<file path="src/rtl/pcb_pkg.sv">
package pcb_pkg;
  localparam int NCH = 4;

  typedef enum logic [1:0] {
    NACT_FOUR  = 2'b00,
    NACT_THREE = 2'b01,
    NACT_TWO   = 2'b10,
    NACT_FOURB = 2'b11
  } nact_e;

  function automatic logic [NCH-1:0] nact_mask(input logic [1:0] sel);
    case (nact_e'(sel))
      NACT_TWO:   nact_mask = 4'b0011;
      NACT_THREE: nact_mask = 4'b0111;
      default:    nact_mask = 4'b1111;
    endcase
  endfunction

  function automatic logic [2:0] nact_count(input logic [1:0] sel);
    case (nact_e'(sel))
      NACT_TWO:   nact_count = 3'd2;
      NACT_THREE: nact_count = 3'd3;
      default:    nact_count = 3'd4;
    endcase
  endfunction
endpackage

</file>
<file path="src/rtl/pcb_capture.sv">
module pcb_capture #(
  parameter int NCH = 4,
  parameter int SW  = 12
) (
  input  logic              clk,
  input  logic              rst_n,
  input  logic [NCH-1:0]    act,
  input  logic [NCH-1:0]    stb,
  input  logic [NCH*SW-1:0] din,
  output logic [NCH*SW-1:0] smp,
  output logic              upd
);
  logic [NCH-1:0]    seen_q, seen_d;
  logic [NCH*SW-1:0] smp_q, smp_d;

  always_comb begin
    upd    = ((seen_q & act) == act);
    seen_d = (upd ? '0 : seen_q) | (stb & act);
    smp_d  = smp_q;
    for (int i = 0; i < NCH; i++) begin
      if (stb[i] && act[i]) smp_d[i*SW +: SW] = din[i*SW +: SW];
    end
  end

  always_ff @(posedge clk or negedge rst_n) begin
    if (!rst_n) begin
      seen_q <= '0;
      smp_q  <= '0;
    end else begin
      seen_q <= seen_d;
      smp_q  <= smp_d;
    end
  end

  assign smp = smp_q;
endmodule

</file>
<file path="src/rtl/pcb_average.sv">
module pcb_average #(
  parameter int NCH = 4,
  parameter int SW  = 12
) (
  input  logic [NCH*SW-1:0] smp,
  input  logic [NCH-1:0]    act,
  input  logic [2:0]        cnt,
  output logic [SW-1:0]     avg
);
  localparam int SUMW  = SW + $clog2(NCH);
  localparam int DSH   = SUMW + 2;
  localparam int PW    = SUMW + DSH;
  localparam int RECIP = ((1 << DSH) + 2) / 3;

  logic [SUMW-1:0] sum;
  logic [PW-1:0]   prod;

  always_comb begin
    sum = '0;
    for (int i = 0; i < NCH; i++) begin
      if (act[i]) sum = sum + SUMW'(smp[i*SW +: SW]);
    end
    prod = PW'(sum) * PW'(RECIP);
    case (cnt)
      3'd2:    avg = SW'(sum >> 1);
      3'd3:    avg = SW'(prod >> DSH);
      default: avg = SW'(sum >> 2);
    endcase
  end
endmodule

</file>
<file path="src/rtl/pcb_iir.sv">
module pcb_iir #(
  parameter int EW = 13,
  parameter int KW = 3
) (
  input  logic                 clk,
  input  logic                 rst_n,
  input  logic                 en,
  input  logic                 clr,
  input  logic signed [EW-1:0] x,
  input  logic [KW-1:0]        k,
  output logic signed [EW-1:0] y
);
  logic signed [EW-1:0] y_q, y_d;
  logic signed [EW:0]   diff, step;

  always_comb begin
    diff = {x[EW-1], x} - {y_q[EW-1], y_q};
    step = diff >>> k;
    y_d  = EW'({y_q[EW-1], y_q} + step);
  end

  always_ff @(posedge clk or negedge rst_n) begin
    if (!rst_n)  y_q <= '0;
    else if (en) y_q <= clr ? '0 : y_d;
  end

  assign y = y_q;
endmodule

</file>
<file path="src/rtl/pcb_trim.sv">
module pcb_trim #(
  parameter int SW = 12,
  parameter int EW = 13
) (
  input  logic [SW-1:0]        cmp,
  input  logic signed [EW-1:0] corr,
  output logic [SW-1:0]        res
);
  localparam int TW = ((SW > EW) ? SW : EW) + 2;
  localparam logic signed [TW-1:0] TOP = TW'((1 << SW) - 1);

  logic signed [TW-1:0] diff;

  always_comb begin
    diff = $signed({{(TW-SW){1'b0}}, cmp}) - $signed({{(TW-EW){corr[EW-1]}}, corr});
    if (diff < 0)        res = '0;
    else if (diff > TOP) res = '1;
    else                 res = SW'(diff);
  end
endmodule

</file>
<file path="src/rtl/phase_current_balancer.sv">
module phase_current_balancer
  import pcb_pkg::*;
#(
  parameter int SW = 12,
  parameter int KW = 3
) (
  input  logic                clk,
  input  logic                rst_n,
  input  logic [1:0]          cfg_nact,
  input  logic [KW-1:0]       flt_k,
  input  logic [NCH-1:0]      smp_stb,
  input  logic [NCH*SW-1:0]   smp_val,
  input  logic [NCH*SW-1:0]   cmp_in,
  output logic [NCH*SW-1:0]   cmp_out,
  output logic [NCH*(SW+1)-1:0] corr_out,
  output logic [SW-1:0]       avg_out
);
  localparam int EW = SW + 1;

  logic [NCH-1:0]    act;
  logic [2:0]        cnt;
  logic [NCH*SW-1:0] smp;
  logic              upd;
  logic [SW-1:0]     avg_c, avg_q;

  assign act = nact_mask(cfg_nact);
  assign cnt = nact_count(cfg_nact);

  pcb_capture #(.NCH(NCH), .SW(SW)) u_cap (
    .clk(clk), .rst_n(rst_n), .act(act), .stb(smp_stb),
    .din(smp_val), .smp(smp), .upd(upd)
  );

  pcb_average #(.NCH(NCH), .SW(SW)) u_avg (
    .smp(smp), .act(act), .cnt(cnt), .avg(avg_c)
  );

  always_ff @(posedge clk or negedge rst_n) begin
    if (!rst_n)   avg_q <= '0;
    else if (upd) avg_q <= avg_c;
  end
  assign avg_out = avg_q;

  for (genvar g = 0; g < NCH; g++) begin : g_ch
    logic signed [EW-1:0] err, corr;
    assign err = EW'($signed({1'b0, smp[g*SW +: SW]}) - $signed({1'b0, avg_c}));

    pcb_iir #(.EW(EW), .KW(KW)) u_iir (
      .clk(clk), .rst_n(rst_n), .en(upd), .clr(!act[g]),
      .x(err), .k(flt_k), .y(corr)
    );

    pcb_trim #(.SW(SW), .EW(EW)) u_trim (
      .cmp(cmp_in[g*SW +: SW]), .corr(corr), .res(cmp_out[g*SW +: SW])
    );

    assign corr_out[g*EW +: EW] = corr;
  end
endmodule

</file>
<file path="config.mk">
export PLATFORM = sky130hd
export DESIGN_NAME = phase_current_balancer
export DESIGN_NICKNAME = d
export VERILOG_FILES = /design/src/rtl/pcb_pkg.sv /design/src/rtl/pcb_capture.sv /design/src/rtl/pcb_average.sv /design/src/rtl/pcb_iir.sv /design/src/rtl/pcb_trim.sv /design/src/rtl/phase_current_balancer.sv
export SDC_FILE = /design/constraint.sdc
export NUM_CORES = 1
export LEC_CHECK = 0
export ABC_AREA = 1
export BUFFER_PORTS_ARGS = -buffer_cell sky130_fd_sc_hd__clkbuf_2
export CELL_PAD_IN_SITES_DETAIL_PLACEMENT = 1
export CELL_PAD_IN_SITES_GLOBAL_PLACEMENT = 2
export CORE_ASPECT_RATIO = 0.7
export CORE_MARGIN = 3
export CORE_UTILIZATION = 38
export CTS_CLUSTER_DIAMETER = 40
export DETAILED_ROUTE_END_ITERATION = 8
export PLACE_DENSITY = 0.93
export SLEW_MARGIN = 20
export SYNTH_ARGS = -nofsm -noshare
export SYNTH_HDL_FRONTEND = slang
export SYNTH_SLANG_ARGS = --single-unit
</file>
<file path="constraint.sdc">
create_clock -name clk -period 32.9 [get_ports clk]
set_clock_uncertainty 0.1 [all_clocks]
set_input_delay 3.29 -clock clk [delete_from_list [all_inputs] [get_ports clk]]
set_output_delay 3.29 -clock clk [all_outputs]
set_load 0.02 [all_outputs]
</file>
# Word level (Yosys, flattened, before mapping)

Cells that the tools add are included.

$lt $le $gt $ge: 8
Multiplexer cells: 20
Reductions and logical operators: 4
Equal/unequal tests: 5
Divide/modulo/power cells: 0
Add/subtract/negate cells: 19
Multipliers: 1
Shift operators: 4
Bitwise logic cells: 3

Operators with widths:

| cell                                                         | count |
|---|---|
| subtractor 13 x 13 -> 14 bit                                 | 8 |
| 2-to-1 mux 12 bit                                            | 9 |
| > comparator 14 x 13 -> 1 bit (second input constant)        | 4 |
| less-than comparator 14 x 1 -> 1 bit (second input constant) | 4 |
| >>> shifter 14 x 3 -> 13 bit                                 | 4 |
| adder 13 bit                                                 | 4 |
| 2-to-1 mux 13 bit                                            | 4 |
| subtractor 12 x 12 -> 13 bit                                 | 4 |
| 2-to-1 mux 14 bit                                            | 3 |
| adder 14 x 12 -> 14 bit                                      | 2 |
| multiplier 14 x 14 -> 27 bit (second input constant)         | 1 |
| one-hot mux 12 bit (2 select lines)                          | 1 |
| adder 12 x 12 -> 13 bit                                      | 1 |
| AND 4 bit                                                    | 2 |
| one-hot mux 4 bit (2 select lines)                           | 1 |
| == test 3 x 2 -> 1 bit (second input constant)               | 2 |
| one-hot mux 3 bit (2 select lines)                           | 1 |
| == test 4 bit                                                | 1 |
| logical AND 1 bit                                            | 4 |
| 2-to-1 mux 4 bit                                             | 1 |
| OR 4 bit                                                     | 1 |
| == test 2 x 1 -> 1 bit (second input constant)               | 1 |
| == test 2 bit (second input constant)                        | 1 |

Memory bits (writable): 0
Latch bits: 0
Register bits after elaboration: 116
Memories: 0
Word-level logic and storage cells: 74
Memory bits (read-only): 0
Input port bits: 107

# Depth between registers and ports, before layout

Word-level depth: 16
Depth in mapped cells: 85

# Hierarchy

From an unflattened synthesis, not the netlist that was laid out.

Cell total of the unflattened synthesis: 3790
Area total of the unflattened synthesis: 23591.4 µm²

Modules (own cells, without submodules):

| module                       | cells each | area an instance (µm²) | instances |
|---|---|---|---|
| pcb_average                  | 966        | 6357.3                 | 1 |
| pcb_iir at g_ch[0].u_iir ... | 341        | 2109.5                 | 3 |
| pcb_trim                     | 160        | 849.6                  | 4 |
| phase_current_balancer       | 592        | 3296.9                 | 1 |
| pcb_iir at g_ch[3].u_iir     | 338        | 2112.0                 | 1 |
| pcb_capture                  | 231        | 2098.3                 | 1 |

# Worst setup path after synthesis

Ideal clock, no wire load.

Kind: input to register
Start point: input port cfg_nact[0]
End point: register g_ch[1].u_iir.y_q[11]
Setup time: 131 ps
Arrival: 13688 ps
Setup slack: 18981 ps
Cell stages on the path: 67
Buffers on the path: 1
Data required time: 32669 ps
Path through: inv_1 -> ha_1 -> buf_6 -> inv_2 -> nand2_1 -> nand2_1 -> ha_1 -> inv_1 -> fa_1 -> o31ai_2 -> a21oi_1 -> nor2_1 -> nor2_1 -> xor2_1 -> nand2_1 -> o21a_1 -> ha_1 -> ha_1 -> [... 31 more ...] -> nand4_1 -> xor2_1 -> inv_1 -> nand2_1 -> o21ai_0 -> or2_1 -> nand3_1 -> o21ai_1 -> ha_1 -> inv_1 -> nor3_1 -> a21oi_1 -> o21ai_0 -> a21oi_1 -> o21bai_1 -> or2_2 -> nand3_1 -> o21ai_0

Longest elaborated chain between the ends: 12

RTL lines:

| element                                                 | line                         | source |
|---|---|---|
| start, declared                                         | phase_current_balancer.sv:9  | `input logic [1:0] cfg_nact,` |
| == test 2 x 1 -> 1 bit or == test 2 bit (tied branches) | pcb_pkg.sv:12, pcb_pkg.sv:20 |  |
| one-hot mux 4 bit (2 select lines)                      | pcb_pkg.sv:12                | `case (nact_e'(sel))` |
| 2-to-1 mux 14 bit                                       | pcb_average.sv:21            | `if (act[i]) sum = sum + SUMW'(smp[i*SW +: SW]);` |
| adder 14 x 12 -> 14 bit                                 | pcb_average.sv:21            |  |
| 2-to-1 mux 14 bit                                       | pcb_average.sv:21            |  |
| multiplier 14 x 14 -> 27 bit                            | pcb_average.sv:23            | `prod = PW'(sum) * PW'(RECIP);` |
| one-hot mux 12 bit (2 select lines) (*)                 | pcb_average.sv:24            | `case (cnt)` |
| via avg_c[1]                                            | phase_current_balancer.sv:24 | `logic [SW-1:0] avg_c, avg_q;` |
| subtractor 12 x 12 -> 13 bit (*)                        | phase_current_balancer.sv:46 | `assign err = EW'($signed({1'b0, smp[g*SW +: SW]}) - $signed({1'b0, avg_c}));` |
| subtractor 13 x 13 -> 14 bit (*)                        | pcb_iir.sv:17                | `diff = {x[EW-1], x} - {y_q[EW-1], y_q};` |
| >>> shifter 14 x 3 -> 13 bit (*)                        | pcb_iir.sv:18                | `step = diff >>> k;` |
| adder 13 bit (*)                                        | pcb_iir.sv:19                | `y_d = EW'({y_q[EW-1], y_q} + step);` |
| 2-to-1 mux 13 bit (*)                                   | pcb_iir.sv:24                | `else if (en) y_q <= clr ? '0 : y_d;` |
| end signal, assigned                                    | pcb_iir.sv:24                |  |
| end, declared                                           | pcb_iir.sv:13                | `logic signed [EW-1:0] y_q, y_d;` |

The timed path passes the listed nets; every way through them passes the cells marked *.
A chain may end at the register's enable or synchronous reset.

# Worst setup path after layout

Same ends and word-level chain as after synthesis.

==> flow_summary.toml <==
[yosys]
ys_seq_elements = 116
yosysUniqueCellTypes = 63
synth-async-reset-ratio = 1.00
synth.yosys.seq_area_share = 0.138
syn_area_sq_um = 21100
synth-edff-count = 0
avgSynthCellArea_sq_um = 6.94
yosysWarnings = 0
synth_flop_cell = "dfrtp_1"
synthCells = 3032
synth_nets = 3541

[clocking]
cts.sinks = 116
postCtsHoldBufs = 0
cts_tree = "yes"
ctsLongestPathBuffers = 2
cts_buffers = 17
path_clk_slew_ns = 0.07
cts.htree.levels = 4
root_buffer = "clkbuf_16"
cts_setup_buffers = 0
clk_latency_ns = 0.46
cts_resized = 0

[timing]
worst_pin_slew_ns = 1.03
relSlewSlack = 0.312
fin_crit_ns = 16.75
fin_crit_sh = 0.509
hold_viol = 0
rsz0062_at_grt = "no"
setup_viol = 0
setup_tns_ns = 0
clock.fmax_mhz = 59.7
drv_slew = 0

[route]
route.detailed.drc = 0
vias = 21400
vias_per_cell = 5.42
ant_nets = 0
wl_per_cell_um = 20.7
firstDrtPassIters = 7
finalWirelength_mm = 82.0
drt_iter0_drc = 1351

[floorplan]
core_area_sq_um = 54300
die_w_um = 287
start_util = 0.388
row_count = 71
die_area_sq_um = 58300
io_pins = 219
fp.dieH_um = 203

[flow_run]
maxCapViolCount = 0

[finish]
nFillCells = 7048
layout_commonest_cell = "nand2_1"
area_growth_syn_to_layout_pct = 11.6
num_antenna_cells = 0
fin_nets = 3724
layout_common_cells = "nand2_1, inv_1, ha_1"
drive_gt1_frac = 0.129

[setup_path]
crit_path_start_kind = "input pin"
cp.buffers_inverters = 10
path_class = "in -> reg"
cp.required_ns = 33.11
slowest_stage = "fa_1"
worst-path-max-fanout = 28
cp_top_family = "adder cells"
max_stage_delay_ns = 0.59
end_kind = "register"
cp.arrival_ns = 16.96

[placed_design]
gp_congestion = 1.01
numPortBuffers = 218
dpl.hpwl_mm = 69.6

[grt]
grt_pass1_vias = 21800
grt_max_degree = 67
grt_usage = 0.280
antenna_found_initial = 11
grt_overflow = 0
grt_pass1_wl_mm = 127

[worst_hold_path]
hold_path_class = "reg -> reg"

[status]
status = "finished, final reports clean"
==> worst reg2reg max path: cells and delay by family, from the launching register on <==
kind                       cells  cell delay (ns)
and+or+nand+nor               21             2.91
buffers and inverters          8             0.78
AOI/OAI and AO/OA             25             5.21
adders and majority gates     13             4.96
DFF                            1             0.37
xor gates and xnor gates       3             0.97
==> metrics by stage <==
step | hold WS [ns] | worst slack, ns | instance area [sq um] | utilization | instances
after detailed placement | 0.376 | 15.93 | 22900 | 0.421 | 3926
after CTS | 0.390 | 16.32 | 23500 | 0.432 | 3958
after global placement | 0.361 | 16.19 | 22900 | 0.421 | 3926
after floorplan | 0.343 | 18.98 | 21100 | - | 3032
final | 0.392 | 16.15 | 23500 | 0.433 | 3958
after global routing | 0.403 | 15.03 | 23500 | 0.433 | 3958
==> kinds of logic after synthesis <==
group | Yosys count | share of synthesized area
xor gates and xnor gates | 147 | 0.0620
and+or+nand+nor | 1102 | 0.219
DFF | 116 | 0.138
buffers and inverters | 562 | 0.103
adders and majority gates | 402 | 0.266
AOI/OAI and AO/OA | 658 | 0.189
muxes | 45 | 0.0238
==> area by class of cell <==
cell class | count | area, sq um | area share
clock buffer | 23 | 468 | 0.0199
clock inverter | 9 | 126 | 0.00538
inverter | 497 | 1870 | 0.0794
multi-input combinational | 2354 | 16000 | 0.683
sequential | 116 | 2900 | 0.124
tap | 730 | 913 | 0.0389
timing repair buffer | 229 | 1180 | 0.0501
==> Yosys cell counts (6+ instances only) <==
library cell    n  share of area
o211ai_1       20         0.0071
a211oi_1        6         0.0021
nand3b_1        8         0.0029
xor2_1         99          0.041
clkbuf_1       37         0.0066
buf_2           9         0.0021
a21o_1         19         0.0068
o21a_1          6         0.0021
a21oi_2        44          0.018
fa_1           75          0.071
o21ai_1        22         0.0052
xnor2_1        47          0.020
nand3_1       179          0.043
a31oi_1        19         0.0056
a21oi_1       250          0.059
dfrtp_1       116           0.14
o21ai_0       172          0.041
nand2_1       684           0.12
o2111ai_1       8         0.0033
nand4_1        18         0.0053
inv_2          12         0.0021
nor3_1         36         0.0086
ha_1          327           0.19
buf_1          14         0.0025
nand2_2         8         0.0024
o22ai_1        23         0.0068
inv_1         485          0.086
or2_2          16         0.0048
nor2_1        130          0.023
mux2_2         40          0.021
o21ai_2         8         0.0033
o21bai_1       25         0.0089
==> state kept, by name (all words and copies together) (netlist names) <==
name	flops
u_cap.seen_q	4
g_ch.u_iir.y	52
u_cap.smp	48
avg_out	12
==> path summary, 6_finish.rpt <==
check                                     startpoint                               to  slack (ns)  cells after the start
max                                      cfg_nact[0]  g_ch[1].u_iir.y[11]$_DFFE_PN0P_       16.15                     65
min                        u_cap.seen_q[1]$_DFF_PN0_        u_cap.seen_q[1]$_DFF_PN0_        0.39                      1
max reg2reg                 u_cap.smp[0]$_DFFE_PN0P_  g_ch[1].u_iir.y[11]$_DFFE_PN0P_       17.39                     70
min reg2reg                u_cap.seen_q[1]$_DFF_PN0_        u_cap.seen_q[1]$_DFF_PN0_        0.39                      1
max in group asynchronous                      rst_n        u_cap.smp[14]$_DFFE_PN0P_       28.22                      3
min in group asynchronous                      rst_n   g_ch[1].u_iir.y[7]$_DFFE_PN0P_        2.65                      1
==> layer usage <==
| metal | global-route usage | part of all wire | vias to the layer above |
|---|---|---|---|
| li1 | - | - | 10400 |
| met1 | 0.406 | 0.49 | 10400 |
| met2 | 0.407 | 0.41 | 546 |
| met3 | 0.0939 | 0.091 | 72 |
| met4 | 0.0416 | 0.012 | 18 |
| met5 | 0 | 0.0013 | - |
Power is not shown: default switching activity piles up to over one toggle a cycle in this logic, so the estimate is an artifact.
